`config.mk`:
```
export PLATFORM = sky130hd
export DESIGN_NAME = resv_tracker
export DESIGN_NICKNAME = d
export VERILOG_FILES = /design/src/rtl/resv_pkg.sv /design/src/rtl/resv_line_cmp.sv /design/src/rtl/resv_hold.sv /design/src/rtl/resv_sc_fsm.sv /design/src/rtl/resv_tracker.sv
export SDC_FILE = /design/constraint.sdc
export NUM_CORES = 1
export LEC_CHECK = 0
export ABC_CLOCK_PERIOD_IN_PS = 1840
export BUFFER_PORTS_ARGS = -buffer_cell sky130_fd_sc_hd__buf_2
export CAP_MARGIN = 10
export CORE_ASPECT_RATIO = 0.6
export CORE_MARGIN = 3
export CORE_UTILIZATION = 39
export DETAILED_ROUTE_END_ITERATION = 7
export PLACE_DENSITY_LB_ADDON = 0.1
export SLEW_MARGIN = 20
export SYNTH_ARGS = -nofsm -noshare
export SYNTH_HDL_FRONTEND = slang
export SYNTH_SLANG_ARGS = --single-unit
```
`constraint.sdc`:
```
create_clock -name clk -period 1.84 [get_ports clk]
set_input_delay 0.184 -clock clk [delete_from_list [all_inputs] [get_ports clk]]
set_output_delay 0.184 -clock clk [all_outputs]
set_load 0.005 [all_outputs]
```
`src/rtl/resv_pkg.sv`:
```
package resv_pkg;

    typedef enum logic [2:0] {
        OP_NONE  = 3'd0,
        OP_LARX  = 3'd1,
        OP_LQARX = 3'd2,
        OP_STCX  = 3'd3,
        OP_STQCX = 3'd4,
        OP_STORE = 3'd5
    } rq_op_e;

    typedef enum logic [2:0] {
        SC_IDLE,
        SC_ISSUE,
        SC_WAITACK,
        SC_HOLD,
        SC_SECOND
    } sc_state_e;

    // What a request leaves behind for its cycle 1
    typedef struct packed {
        logic rsv;      // reserving load in flight
        logic sc;       // store-conditional in flight
        logic more;     // quadword: a second doubleword follows
        logic idx_hit;  // cycle-0 snoop matched index and way
    } c1_slot_t;

    function automatic logic op_reserves(rq_op_e op);
        return (op == OP_LARX) || (op == OP_LQARX);
    endfunction

    function automatic logic op_conditional(rq_op_e op);
        return (op == OP_STCX) || (op == OP_STQCX);
    endfunction

endpackage

```
`src/rtl/resv_line_cmp.sv`:
```
module resv_line_cmp #(
    parameter int LINE_W = 26
) (
    input  logic              en,
    input  logic [LINE_W-1:0] probe,
    input  logic [LINE_W-1:0] held,
    output logic              hit
);
    assign hit = en && (probe == held);
endmodule

```
`src/rtl/resv_hold.sv`:
```
module resv_hold #(
    parameter int LINE_W = 26
) (
    input  logic              clk,
    input  logic              rst,
    input  logic              commit,
    input  logic              spoil_in,
    input  logic [LINE_W-1:0] line_in,
    input  logic              data_ok,
    input  logic              kill,
    input  logic              clr,
    output logic              valid,
    output logic [LINE_W-1:0] line
);
    logic pend;
    logic spoil;

    always_ff @(posedge clk) begin
        if (rst) begin
            valid <= 1'b0;
            line  <= '0;
            pend  <= 1'b0;
            spoil <= 1'b0;
        end else if (commit) begin
            line  <= line_in;
            valid <= 1'b0;
            pend  <= 1'b1;
            spoil <= spoil_in;
        end else if (pend && data_ok) begin
            valid <= !(spoil || kill);
            pend  <= 1'b0;
            spoil <= 1'b0;
        end else begin
            if (kill || clr) valid <= 1'b0;
            if (pend && kill) spoil <= 1'b1;
        end
    end
endmodule

```
`src/rtl/resv_sc_fsm.sv`:
```
module resv_sc_fsm
    import resv_pkg::*;
(
    input  logic clk,
    input  logic rst,
    input  logic start,
    input  logic more_in,
    input  logic resv_ok,
    input  logic live,
    input  logic stall,
    input  logic ack,
    input  logic second_req,
    output logic cyc,
    output logic stb,
    output logic done,
    output logic pass,
    output logic clr
);
    sc_state_e state;
    logic      more;

    always_comb begin
        cyc = 1'b0;
        stb = 1'b0;
        unique case (state)
            SC_ISSUE:   begin cyc = live; stb = live; end
            SC_WAITACK: cyc = 1'b1;
            SC_HOLD:    cyc = 1'b1;
            SC_SECOND:  begin cyc = 1'b1; stb = 1'b1; end
            default:    ;
        endcase
    end

    assign clr = ((state == SC_IDLE) && start && !resv_ok) ||
                 ((state == SC_ISSUE) && live && !stall);

    always_ff @(posedge clk) begin
        if (rst) begin
            state <= SC_IDLE;
            more  <= 1'b0;
            done  <= 1'b0;
            pass  <= 1'b0;
        end else begin
            done <= 1'b0;
            pass <= 1'b0;
            unique case (state)
                SC_IDLE: if (start) begin
                    if (resv_ok) begin
                        state <= SC_ISSUE;
                        more  <= more_in;
                    end else begin
                        done <= 1'b1;
                    end
                end
                SC_ISSUE: begin
                    if (!live) begin
                        state <= SC_IDLE;
                        done  <= 1'b1;
                        more  <= 1'b0;
                    end else if (!stall) begin
                        state <= SC_WAITACK;
                    end
                end
                SC_WAITACK: if (ack) begin
                    if (more) begin
                        state <= SC_HOLD;
                        more  <= 1'b0;
                    end else begin
                        state <= SC_IDLE;
                        done  <= 1'b1;
                        pass  <= 1'b1;
                    end
                end
                SC_HOLD:   if (second_req) state <= SC_SECOND;
                SC_SECOND: if (!stall) state <= SC_WAITACK;
                default:   state <= SC_IDLE;
            endcase
        end
    end
endmodule

```
`src/rtl/resv_tracker.sv`:
```
module resv_tracker
    import resv_pkg::*;
#(
    parameter int ADDR_W    = 32,
    parameter int LINE_BITS = 6,
    parameter int IDX_W     = 6,
    parameter int WAY_W     = 2
) (
    input  logic              clk,
    input  logic              rst,
    input  logic              req_valid,
    input  logic [2:0]        req_op,
    input  logic [IDX_W-1:0]  req_index,
    input  logic [WAY_W-1:0]  req_way,
    input  logic [ADDR_W-1:0] c1_addr,
    input  logic              ld_data_valid,
    input  logic              snp_valid,
    input  logic [ADDR_W-1:0] snp_addr,
    input  logic              snp_hit,
    input  logic [IDX_W-1:0]  snp_index,
    input  logic [WAY_W-1:0]  snp_way,
    input  logic              bus_stall,
    input  logic              bus_ack,
    output logic              resv_valid,
    output logic              sc_done,
    output logic              sc_pass,
    output logic              bus_cyc,
    output logic              bus_stb
);
    localparam int LINE_W = ADDR_W - LINE_BITS;
    localparam int NCMP   = 3;   // 0: snoop now, 1: snoop last cycle, 2: request address

    rq_op_e op;
    assign op = rq_op_e'(req_op);

    // cycle-0 capture of the request
    c1_slot_t slot_d, slot_q;
    always_comb begin
        slot_d.rsv     = req_valid && op_reserves(op);
        slot_d.sc      = req_valid && op_conditional(op);
        slot_d.more    = req_valid && (op == OP_STQCX);
        slot_d.idx_hit = snp_valid && snp_hit &&
                         (snp_index == req_index) && (snp_way == req_way);
    end

    // snoop delayed by one cycle for the late comparison
    logic              snp_q_valid;
    logic [LINE_W-1:0] snp_q_line;

    always_ff @(posedge clk) begin
        if (rst) begin
            slot_q      <= '0;
            snp_q_valid <= 1'b0;
            snp_q_line  <= '0;
        end else begin
            slot_q      <= slot_d;
            snp_q_valid <= snp_valid;
            snp_q_line  <= snp_addr[ADDR_W-1:LINE_BITS];
        end
    end

    logic [LINE_W-1:0] resv_line;
    logic [NCMP-1:0]   cmp_en;
    logic [LINE_W-1:0] cmp_probe [NCMP];
    logic [NCMP-1:0]   cmp_hit;

    assign cmp_en       = {1'b1, snp_q_valid, snp_valid};
    assign cmp_probe[0] = snp_addr[ADDR_W-1:LINE_BITS];
    assign cmp_probe[1] = snp_q_line;
    assign cmp_probe[2] = c1_addr[ADDR_W-1:LINE_BITS];

    for (genvar g = 0; g < NCMP; g++) begin : g_cmp
        resv_line_cmp #(.LINE_W(LINE_W)) u_cmp (
            .en    (cmp_en[g]),
            .probe (cmp_probe[g]),
            .held  (resv_line),
            .hit   (cmp_hit[g])
        );
    end

    logic kill;
    logic sc_clr;
    assign kill = cmp_hit[0] || cmp_hit[1];

    resv_hold #(.LINE_W(LINE_W)) u_hold (
        .clk      (clk),
        .rst      (rst),
        .commit   (slot_q.rsv),
        .spoil_in (slot_q.idx_hit),
        .line_in  (c1_addr[ADDR_W-1:LINE_BITS]),
        .data_ok  (ld_data_valid),
        .kill     (kill),
        .clr      (sc_clr),
        .valid    (resv_valid),
        .line     (resv_line)
    );

    resv_sc_fsm u_fsm (
        .clk        (clk),
        .rst        (rst),
        .start      (slot_q.sc),
        .more_in    (slot_q.more),
        .resv_ok    (resv_valid && cmp_hit[2] && !kill),
        .live       (resv_valid && !kill),
        .stall      (bus_stall),
        .ack        (bus_ack),
        .second_req (req_valid && (op == OP_STORE)),
        .cyc        (bus_cyc),
        .stb        (bus_stb),
        .done       (sc_done),
        .pass       (sc_pass),
        .clr        (sc_clr)
    );

    // offset within the line takes no part in matching
    logic lo_bits_unused;
    assign lo_bits_unused = ^{c1_addr[LINE_BITS-1:0], snp_addr[LINE_BITS-1:0]};
endmodule

```
==> flow_summary.ini <==
[status]
status = finished, violations left
violations = negative setup slack

[detailed_routing]
wl_met2_mm = 3.33
drtIter0Drc = 167
wl_per_cell_um = 14.9
drc_errors = 0
viasPerCell = 4.77
dr.pass1.iters = 4
top_layer = met4
ant_nets = 0
dr_wl_met3_um = 683
vias = 2743
met1Wirelength_mm = 4.47
routed_wl_mm = 8.55

[critical_path]
crit_start = u_hold.line[22]
crit_buf_inv = 2
worst-path-stages = 9
cp_max_fo = 3
path_cells = buf_6, xnor2_2, nand4_1, nor4_2, a22oi_2, and2_4, a21oi_2, mux2i_1, buf_2
cp-end-kind = output pin
worst-r2r-cell-count = 10
ff2ff_setup_slack_ns = -0.29
slowest_stage = dfxtp_2
path_class = flop to output pin
worstReg2RegEnd = u_fsm.more
required_ns = 1.66
startpoint_type = flop
crit_family = simple AND/OR/NAND/NOR gates
max_stage_delay_ns = 0.32
r2r_start = u_hold.line[9]
worstSetupEndpoint = bus_cyc
cp.arrival_ns = 2.03

[timing]
final-max-slew-violation-count = 0
slew-limit-headroom_pct = 70.8
tns_ns = -1.86
rsz0062_at_grt = true
fin_skew_ns = 0.00686
whs_ns = 0.0674
setup_ws_ns = -0.372
hold_violations = 0
setup_viol = 7
worst_pin_slew_ns = 0.437
timing.final.crit_share_pct = 120
period_minus_slack_ns = 2.21
fmax_mhz = 452

[clock_tree]
worstSkewPairLatency_ns = 0.32
cts.sinks = 66
cts_hold_buf = 0
path_clk_slew_ns = 0.05
numCtsBuffers = 9
htreeDepth = 3
cts_root_buffer = clkbuf_16
cts_buffer_depth = 2
cts_tree = built

[synth]
synth_top_area_share_pct = 40.5
synthFlopType = dfxtp_1
syn_area_per_cell_um2 = 9.37
synth_area_um2 = 3260
yosys-top-cells-area = dfxtp_1 (41%), xnor2_1 (19%), mux2i_1 (8.3%)
syn-num-nets = 439
yosys.cell_count.top_type = xnor2_1
synthDistinctLibCells = 32
yosys-top-cells-count = xnor2_1 (71), dfxtp_1 (66), nor2_1 (38)
ys_ff_latch = 66
post_synth_inst_count = 348
async_flop_share_pct = 0
synth_edf_count = 0
yosysTopAreaCell = dfxtp_1
ys_seq_area_share_pct = 40.5
yosys_warnings = 0

[placed_design]
io_buffers = 83
dp_slack_ns = -0.288
gp_congestion = 0.883
detailed_place_hpwl_mm = 6.49

[floorplanning]
die-area_um2 = 9530
ioPinCount = 96
die_w_um = 124
initial_core_util_pct = 40.7
die_y_um = 76.8
design.core.area_um2 = 8010
row_count = 25

[pwr]
ir_drop_mv = 0.438
leakage_nw = 1.82
powerDensity_nw_per_um2 = 798
finalPower_mw = 3.66

[layout]
n_antenna_cell = 0
regArea_um2 = 1340
fill_cells = 736
multi_input_area_um2 = 2080
drive_gt1_share_pct = 37.7
fin_nets = 553
area_growth_pct = 40.8
fin_util_pct = 57.3

[hold_path]
holdPathStages = 2
hold_class = primary input to flop

[global_route]
track_usage_pct = 18.3
grt_pass1_wl_mm = 13.2
grt-ovfl-total = 0
antenna_found_initial = 0
grt_pass1_vias = 2619
grt_max_degree = 34

[job]
cap_violations = 0
-- timing repair --
| item | in CTS | in global routing |
|---|---|---|
| setup endpoints to repair | 7 | 8 |
| pin swaps | 17 | 14 |
| buffers inserted | 5 | 3 |
| gates resized for setup | 30 | 22 |
| cloned | 0 | 0 |
-- cell families after synthesis --
family                    share of synthesized area, %
and+or+nand+nor                                   20.7
xor gates and xnor gates                          23.4
DFF                                               40.5
muxes                                             8.29
AOI/OAI and AO/OA                                 5.30
buffers and inverters                             1.84
-- cell type report --
type / instances / share of cell area, %
inverter: 3 / 0.245
clock buffer: 14 / 5.75
timing repair buffer: 116 / 15.6
clock inverter: 2 / 0.763
tap: 108 / 2.94
sequential: 66 / 29.3
multi-input combinational: 266 / 45.4
-- through the flow --
step	area [µm²]	cells
3_3_place_gp	3990	551
3_5_place_dp	3990	551
6_report	4590	575
2_1_floorplan	3270	348
4_1_cts	4470	572
5_1_grt	4590	575
-- flip-flops by register name, summed over array words and instances (netlist names) --
signal,cells
u_hold.spoil,1
snp_q_valid,1
slot_q,4
u_hold.pend,1
snp_q_line,26
u_hold.line,26
u_fsm.more,1
u_fsm.done,1
u_fsm.pass,1
u_fsm.state,3
u_hold.valid,1
-- power breakdown --
part           switching [mW]  leakage, nW  internal [mW]
Combinational           0.214         1.12          0.239
Clock                   0.570        0.147           1.12
Sequential             0.0367        0.548           1.48
-- worst min-delay path by stage --
| stage | endpoint | slack [ns] | from |
|---|---|---|---|
| floorplan | slot_q[3] | 0.26 | req_op[2] |
| global placement | slot_q[3] | 0.39 | req_op[2] |
| detailed placement | slot_q[3] | 0.40 | req_op[2] |
| CTS | slot_q[3] | 0.06 | req_op[2] |
| global route | slot_q[3] | 0.06 | req_op[2] |
| finish | slot_q[3] | 0.07 | req_op[2] |
-- layer usage --
metal,vias to the layer above,GRT usage [%]
met1,1224,28.8
met2,104,24.2
met4,0,3.93
li1,1406,-
met5,-,0
met3,9,5.23
-- placed cells by master (no fill, tap or decap), types with 2 or more instances in the layout --
| master | count |
|---|---|
| a31oi_1 | 3 |
| nand2_1 | 13 |
| mux2i_1 | 27 |
| nor4_2 | 6 |
| xnor2_2 | 11 |
| nand4_1 | 16 |
| buf_4 | 23 |
| clkbuf_8 | 2 |
| nor2_1 | 38 |
| xnor2_1 | 60 |
| clkbuf_1 | 3 |
| buf_12 | 2 |
| o21ai_0 | 2 |
| nor3_1 | 3 |
| and2_1 | 2 |
| buf_2 | 83 |
| dfxtp_1 | 51 |
| nand4b_1 | 2 |
| nand3_1 | 7 |
| buf_6 | 8 |
| xor2_1 | 13 |
| nor2b_1 | 31 |
| dfxtp_2 | 14 |
| clkbuf_16 | 9 |
| xor2_2 | 2 |
| a21oi_1 | 9 |
| inv_1 | 3 |
Power figures use the tool's default switching activity.
